===== src/rtl/irqc_pkg.sv =====
package irqc_pkg;
  localparam logic [2:0] OFF_STATUS = 3'd0;
  localparam logic [2:0] OFF_PEND   = 3'd1;
  localparam logic [2:0] OFF_ENABLE = 3'd2;
  localparam logic [2:0] OFF_ACK    = 3'd3;
  localparam logic [2:0] OFF_SETEN  = 3'd4;
  localparam logic [2:0] OFF_CLREN  = 3'd5;
  localparam logic [2:0] OFF_VECTOR = 3'd6;
  localparam logic [2:0] OFF_MASTER = 3'd7;

  localparam logic [31:0] NO_VECTOR = 32'hFFFF_FFFF;

  // Mask of the implemented line positions.
  function automatic logic [31:0] line_mask(input int n);
    logic [31:0] m;
    m = '0;
    for (int i = 0; i < 32; i++) if (i < n) m[i] = 1'b1;
    return m;
  endfunction

  // Index of the lowest set bit, or NO_VECTOR when the word is empty.
  function automatic logic [31:0] lowest_index(input logic [31:0] v);
    logic [31:0] idx;
    idx = NO_VECTOR;
    for (int i = 31; i >= 0; i--) if (v[i]) idx = 32'(i);
    return idx;
  endfunction

  // Next value of the enable word for one bus write.
  function automatic logic [31:0] enable_update(input logic [31:0] cur,
                                                input logic [2:0]  off,
                                                input logic [31:0] data);
    case (off)
      OFF_ENABLE: return data;
      OFF_SETEN:  return cur | data;
      OFF_CLREN:  return cur & ~data;
      default:    return cur;
    endcase
  endfunction
endpackage


===== src/rtl/irqc_sense.sv =====
module irqc_sense #(
  parameter int          NUM_SRC   = 8,
  parameter logic [31:0] EDGE_MASK = 32'h0000_00F0
) (
  input  logic               clk,
  input  logic               rst_n,
  input  logic [NUM_SRC-1:0] lines,
  output logic [31:0]        hit
);
  for (genvar i = 0; i < 32; i++) begin : g_line
    if (i >= NUM_SRC) begin : g_absent
      assign hit[i] = 1'b0;
    end else if (EDGE_MASK[i]) begin : g_edge
      logic prev_q;
      always_ff @(posedge clk or negedge rst_n) begin
        if (!rst_n) prev_q <= 1'b0;
        else        prev_q <= lines[i];
      end
      assign hit[i] = lines[i] & ~prev_q;
    end else begin : g_level
      assign hit[i] = lines[i];
    end
  end
endmodule


===== src/rtl/irqc_prio.sv =====
module irqc_prio
  import irqc_pkg::*;
(
  input  logic [31:0] pend,
  output logic [31:0] vec
);
  assign vec = lowest_index(pend);
endmodule


===== src/rtl/mmio_irq_ctrl.sv =====
module mmio_irq_ctrl
  import irqc_pkg::*;
#(
  parameter int          NUM_SRC   = 8,
  parameter logic [31:0] EDGE_MASK = 32'h0000_00F0,
  parameter int          ADDR_W    = 5
) (
  input  logic               clk,
  input  logic               rst_n,
  input  logic [NUM_SRC-1:0] irq_src,
  input  logic [ADDR_W-1:0]  bus_addr,
  input  logic               bus_we,
  input  logic [31:0]        bus_wdata,
  output logic [31:0]        bus_rdata,
  output logic               irq_out
);
  localparam logic [31:0] LMASK = line_mask(NUM_SRC);

  logic [31:0] status_r, enable_r, pending_w, vec_w, hit, ack_mask;
  logic        master_en, hw_en;
  logic        ack_wr, set_wr, clr_wr, ena_wr, mst_wr;
  logic [2:0]  wr_off;

  assign wr_off   = bus_addr[4:2];
  assign ack_wr   = bus_we && (wr_off == OFF_ACK);
  assign set_wr   = bus_we && (wr_off == OFF_SETEN);
  assign clr_wr   = bus_we && (wr_off == OFF_CLREN);
  assign ena_wr   = bus_we && (wr_off == OFF_ENABLE);
  assign mst_wr   = bus_we && (wr_off == OFF_MASTER);
  assign ack_mask = ack_wr ? bus_wdata : '0;

  irqc_sense #(.NUM_SRC(NUM_SRC), .EDGE_MASK(EDGE_MASK)) u_sense (
    .clk(clk), .rst_n(rst_n), .lines(irq_src), .hit(hit)
  );

  always_ff @(posedge clk or negedge rst_n) begin
    if (!rst_n) begin
      status_r  <= '0;
      enable_r  <= '0;
      master_en <= 1'b0;
      hw_en     <= 1'b0;
    end else begin
      status_r <= ((status_r & ~ack_mask) | hit) & LMASK;
      if (ena_wr || set_wr || clr_wr)
        enable_r <= enable_update(enable_r, wr_off, bus_wdata) & LMASK;
      if (mst_wr) begin
        master_en <= bus_wdata[0];
        hw_en     <= hw_en | bus_wdata[1];
      end
    end
  end

  assign pending_w = status_r & enable_r;

  irqc_prio u_prio (.pend(pending_w), .vec(vec_w));

  assign irq_out = master_en && hw_en && (pending_w != '0);

  always_comb begin
    case (bus_addr[4:2])
      OFF_STATUS: bus_rdata = status_r;
      OFF_PEND:   bus_rdata = pending_w;
      OFF_ENABLE: bus_rdata = enable_r;
      OFF_VECTOR: bus_rdata = vec_w;
      OFF_MASTER: bus_rdata = {30'd0, hw_en, master_en};
      default:    bus_rdata = '0;
    endcase
  end
endmodule


===== config.mk =====
export PLATFORM = sky130hd
export DESIGN_NAME = mmio_irq_ctrl
export DESIGN_NICKNAME = d
export VERILOG_FILES = /design/src/rtl/irqc_pkg.sv /design/src/rtl/irqc_sense.sv /design/src/rtl/irqc_prio.sv /design/src/rtl/mmio_irq_ctrl.sv
export SDC_FILE = /design/constraint.sdc
export NUM_CORES = 1
export LEC_CHECK = 0
export BUFFER_PORTS_ARGS = -buffer_cell sky130_fd_sc_hd__buf_2
export CORE_AREA = 4 4 78 80
export CTS_CLUSTER_SIZE = 14
export DETAILED_ROUTE_END_ITERATION = 12
export DIE_AREA = 0 0 82 84
export PLACE_DENSITY = 0.56
export SLEW_MARGIN = 25
export SYNTH_ARGS = -nofsm -noshare
export SYNTH_HDL_FRONTEND = slang
export SYNTH_SLANG_ARGS = --single-unit
export TNS_END_PERCENT = 5

===== constraint.sdc =====
create_clock -name clk -period 5.75 [get_ports clk]
set_clock_uncertainty 0.05 [all_clocks]
set_input_delay 1.4375 -clock clk [delete_from_list [all_inputs] [get_ports clk]]
set_output_delay 1.4375 -clock clk [all_outputs]
set_load 0.02 [all_outputs]

==> impl_metrics.sql <==
INSERT INTO impl_metrics (metric_group, metric, value, unit) VALUES
('clock_network', 'cts_max_path_buffers', '2', ''),
('cells_and_area', 'final_nets', '252', ''),
('setup_path', 'timing.reg2reg.setup_slack', '4740', 'ps'),
('setup_path', 'crit_path_frequent_cell', 'sky130_fd_sc_hd__buf_2', ''),
('floorplan', 'die_area', '6890', 'um2'),
('clock_network', 'cts-hold-fix-buffers', '0', ''),
('cells_and_area', 'layout-drive-gt1-share', '39.9', '%'),
('setup_path', 'worstSetupStartpointType', 'input pin', ''),
('synthesis', 'syn_inst', '174', ''),
('global_route', 'grt_pass1_vias', '1283', ''),
('synthesis', 'synth_area_per_cell', '8.99', 'um2'),
('setup_path', 'worst-endpoint-arrival', '3090', 'ps'),
('sta', 'final_hold_viol_count', '0', ''),
('setup_path', 'cpLargestDelayFamily', 'simple AND/OR/NAND/NOR gates', ''),
('placement', 'gp_routability_congestion', '0.718', ''),
('cells_and_area', 'n_antenna_cell', '0', ''),
('pwr', 'p_leak', '0.000848', 'uW'),
('setup_path', 'cpPeakStageDelay', '470', 'ps'),
('floorplan', 'die_h', '84', 'um'),
('sta', 'final_max_slew_viol_count', '0', ''),
('sta', 'period_minus_slack', '4570', 'ps'),
('placement', 'dp_worst_setup_slack', '1160', 'ps'),
('global_route', 'wire_length_of_the_first_global_routing_pass', '6170', 'um'),
('floorplan', 'ioPinCount', '81', ''),
('cells_and_area', 'finish.instance_area', '1770', 'um2'),
('global_route', 'maximum_number_of_pins_on_one_net_before_global_route_repair', '25', ''),
('cells_and_area', 'mostFrequentLayoutCells', 'sky130_fd_sc_hd__buf_2, sky130_fd_sc_hd__nand2_1, sky130_fd_sc_hd__dfrtp_1, sky130_fd_sc_hd__o22ai_1', ''),
('flow_run', 'max_cap_viol_count', '0', ''),
('sta', 'timing.fmax', '219', 'MHz'),
('cells_and_area', 'synthToLayoutAreaGrowth', '13.4', '%'),
('synthesis', 'synth.yosys.seq_area_share', '35.2', '%'),
('detailed_routing', 'detail_route.wirelength.met1', '1760', 'um'),
('clock_network', 'cts_repair_resize_count', '0', ''),
('global_route', 'grt_overflow_total', '0', ''),
('clock_network', 'ctsHtreeMaxLevel', '1', ''),
('placement', 'buffer_ports.inserted', '54', ''),
('synthesis', 'synth_area', '1560', 'um2'),
('global_route', 'grt_usage', '11.1', '%'),
('synthesis', 'yosys_warnings', '0', ''),
('setup_path', 'worst_r2r_endpoint', 'enable_r[2]', ''),
('setup_path', 'worstPathCellList', 'buf_2, buf_4, and2b_2, nand3b_4, or3_4, inv_2, buf_2', ''),
('clock_network', 'clock_tree.root_cell', 'sky130_fd_sc_hd__clkbuf_8', ''),
('setup_path', 'r2r_start', 'enable_r[2]', ''),
('synthesis', 'yosysTopAreaCell', 'sky130_fd_sc_hd__dfrtp_1', ''),
('cells_and_area', 'final_util', '32.8', '%'),
('pwr', 'power_density', '229', 'nW/um2'),
('min_path', 'hold_path.startpoint', 'u_sense.g_line[6].g_edge.prev_q', ''),
('min_path', 'worst_hold_path_cells', '1', ''),
('synthesis', 'synth_fp_nets', '222', ''),
('clock_network', 'cts_tree', 'yes', ''),
('sta', 'rsz0062_at_grt', 'no', ''),
('setup_path', 'timing.critical_path.slowest_stage_cell', 'sky130_fd_sc_hd__or3_4', ''),
('synthesis', 'synthDominantCellAreaShare', '35.2', '%'),
('detailed_routing', 'drt_iter0_markers', '76', ''),
('detailed_routing', 'drt-total-wl', '3810', 'um'),
('pwr', 'p_total', '407', 'uW'),
('detailed_routing', 'vias_per_cell', '5.06', ''),
('cells_and_area', 'final_common_cell', 'sky130_fd_sc_hd__buf_2', ''),
('detailed_routing', 'remaining_drc_errors', '0', ''),
('detailed_routing', 'via_count', '1392', ''),
('clock_network', 'setup_fix_bufs_post_cts', '0', ''),
('synthesis', 'synth_area_leaders', 'sky130_fd_sc_hd__dfrtp_1, sky130_fd_sc_hd__buf_4, sky130_fd_sc_hd__nand2_1', ''),
('floorplan', 'floorplan.initialDensity', '28.9', '%'),
('detailed_routing', 'antenna_violating_nets_post_route', '0', ''),
('cells_and_area', 'fill_cells', '598', ''),
('detailed_routing', 'wl_per_cell', '13.9', 'um'),
('detailed_routing', 'top_signal_layer_used', 'met4', ''),
('setup_path', 'required', '4260', 'ps'),
('detailed_routing', 'met2_length', '1720', 'um'),
('setup_path', 'rr_worst_depth', '2', ''),
('run_status', 'run_status', 'completed', '');
[worst reg2reg max path, delay by kind of cell, from the launching register on]
kind / cells / cell delay, ps
flops: 1 / 450
compound gates: 2 / 420
[kinds of logic (layout without fill, tap and decap cells)]
group	after synthesis	count (layout)	share of synthesized area (%)
flops	22	22	35.2
simple gates	56	56	17.6
buf+inv	37	66	15.3
compound gates	55	55	29.3
mux	4	4	2.64
[where the power goes]
part           switching (uW)  total, uW  internal [uW]
registers                11.7        177            165
clock network            50.2        111           61.0
logic                    72.7        118           45.6
total                     135        407            272
[routing by layer]
layer	GRT usage (%)	vias to the layer above
met2	17.9	51
met5	0	-
met3	1.73	6
li1	-	664
met1	15.4	671
met4	2.87	0
[cell type report]
| type | instances | area, um2 | share of cell area (%) |
|---|---|---|---|
| clock buffers | 4 | 55.1 | 3.10 |
| multi-input cells | 115 | 774 | 43.7 |
| flip-flops and latches | 22 | 551 | 31.0 |
| well taps | 72 | 90.1 | 5.08 |
| inverters | 7 | 26.3 | 1.48 |
| repair buffers | 55 | 278 | 15.7 |
[cells in the mapped netlist (all sizes together)]
cell type	n
buf	30
nand3b	1
o21ai	9
o22a	3
a21oi	8
mux2i	3
a22oi	2
mux2	1
and3	1
or3	1
a32oi	5
a31oi	1
a221oi	8
a32o	1
o22ai	9
and4b	1
a21o	4
and3b	1
inv	7
nand2	38
o21a	1
dfrtp	22
a221o	1
and2b	1
o221ai	1
nor2	3
o311a	1
and2	1
nand2b	5
nand3	2
nor2b	1
a31o	1
[flip-flops by register name, summed over array words and instances (netlist names)]
name / flops
u_sense.g_line.g_edge.prev_q: 4
master_en: 1
hw_en: 1
enable_r: 8
status_r: 8
[worst max path at each step]
stage                     slack, ps  depth (start not counted)            end         from
final                          1180                          7  bus_rdata[29]  bus_addr[3]
after global routing           1030                          7  bus_rdata[19]  bus_addr[3]
after CTS                      1170                          7  bus_rdata[29]  bus_addr[3]
after detailed placement       1160                          7  bus_rdata[29]  bus_addr[3]
after global placement         1180                          6  bus_rdata[13]  bus_addr[2]
after floorplan                1530                          5  bus_rdata[10]  bus_addr[2]
[per-stage QoR]
| stage | hold WS, ps | std cells |
|---|---|---|
| finish | 357 | 275 |
| global route | 381 | 275 |
| CTS | 359 | 275 |
| detailed placement | 352 | 271 |
| global placement | 345 | 271 |
| floorplan | 342 | 174 |
(Power assumes the default switching activity.)
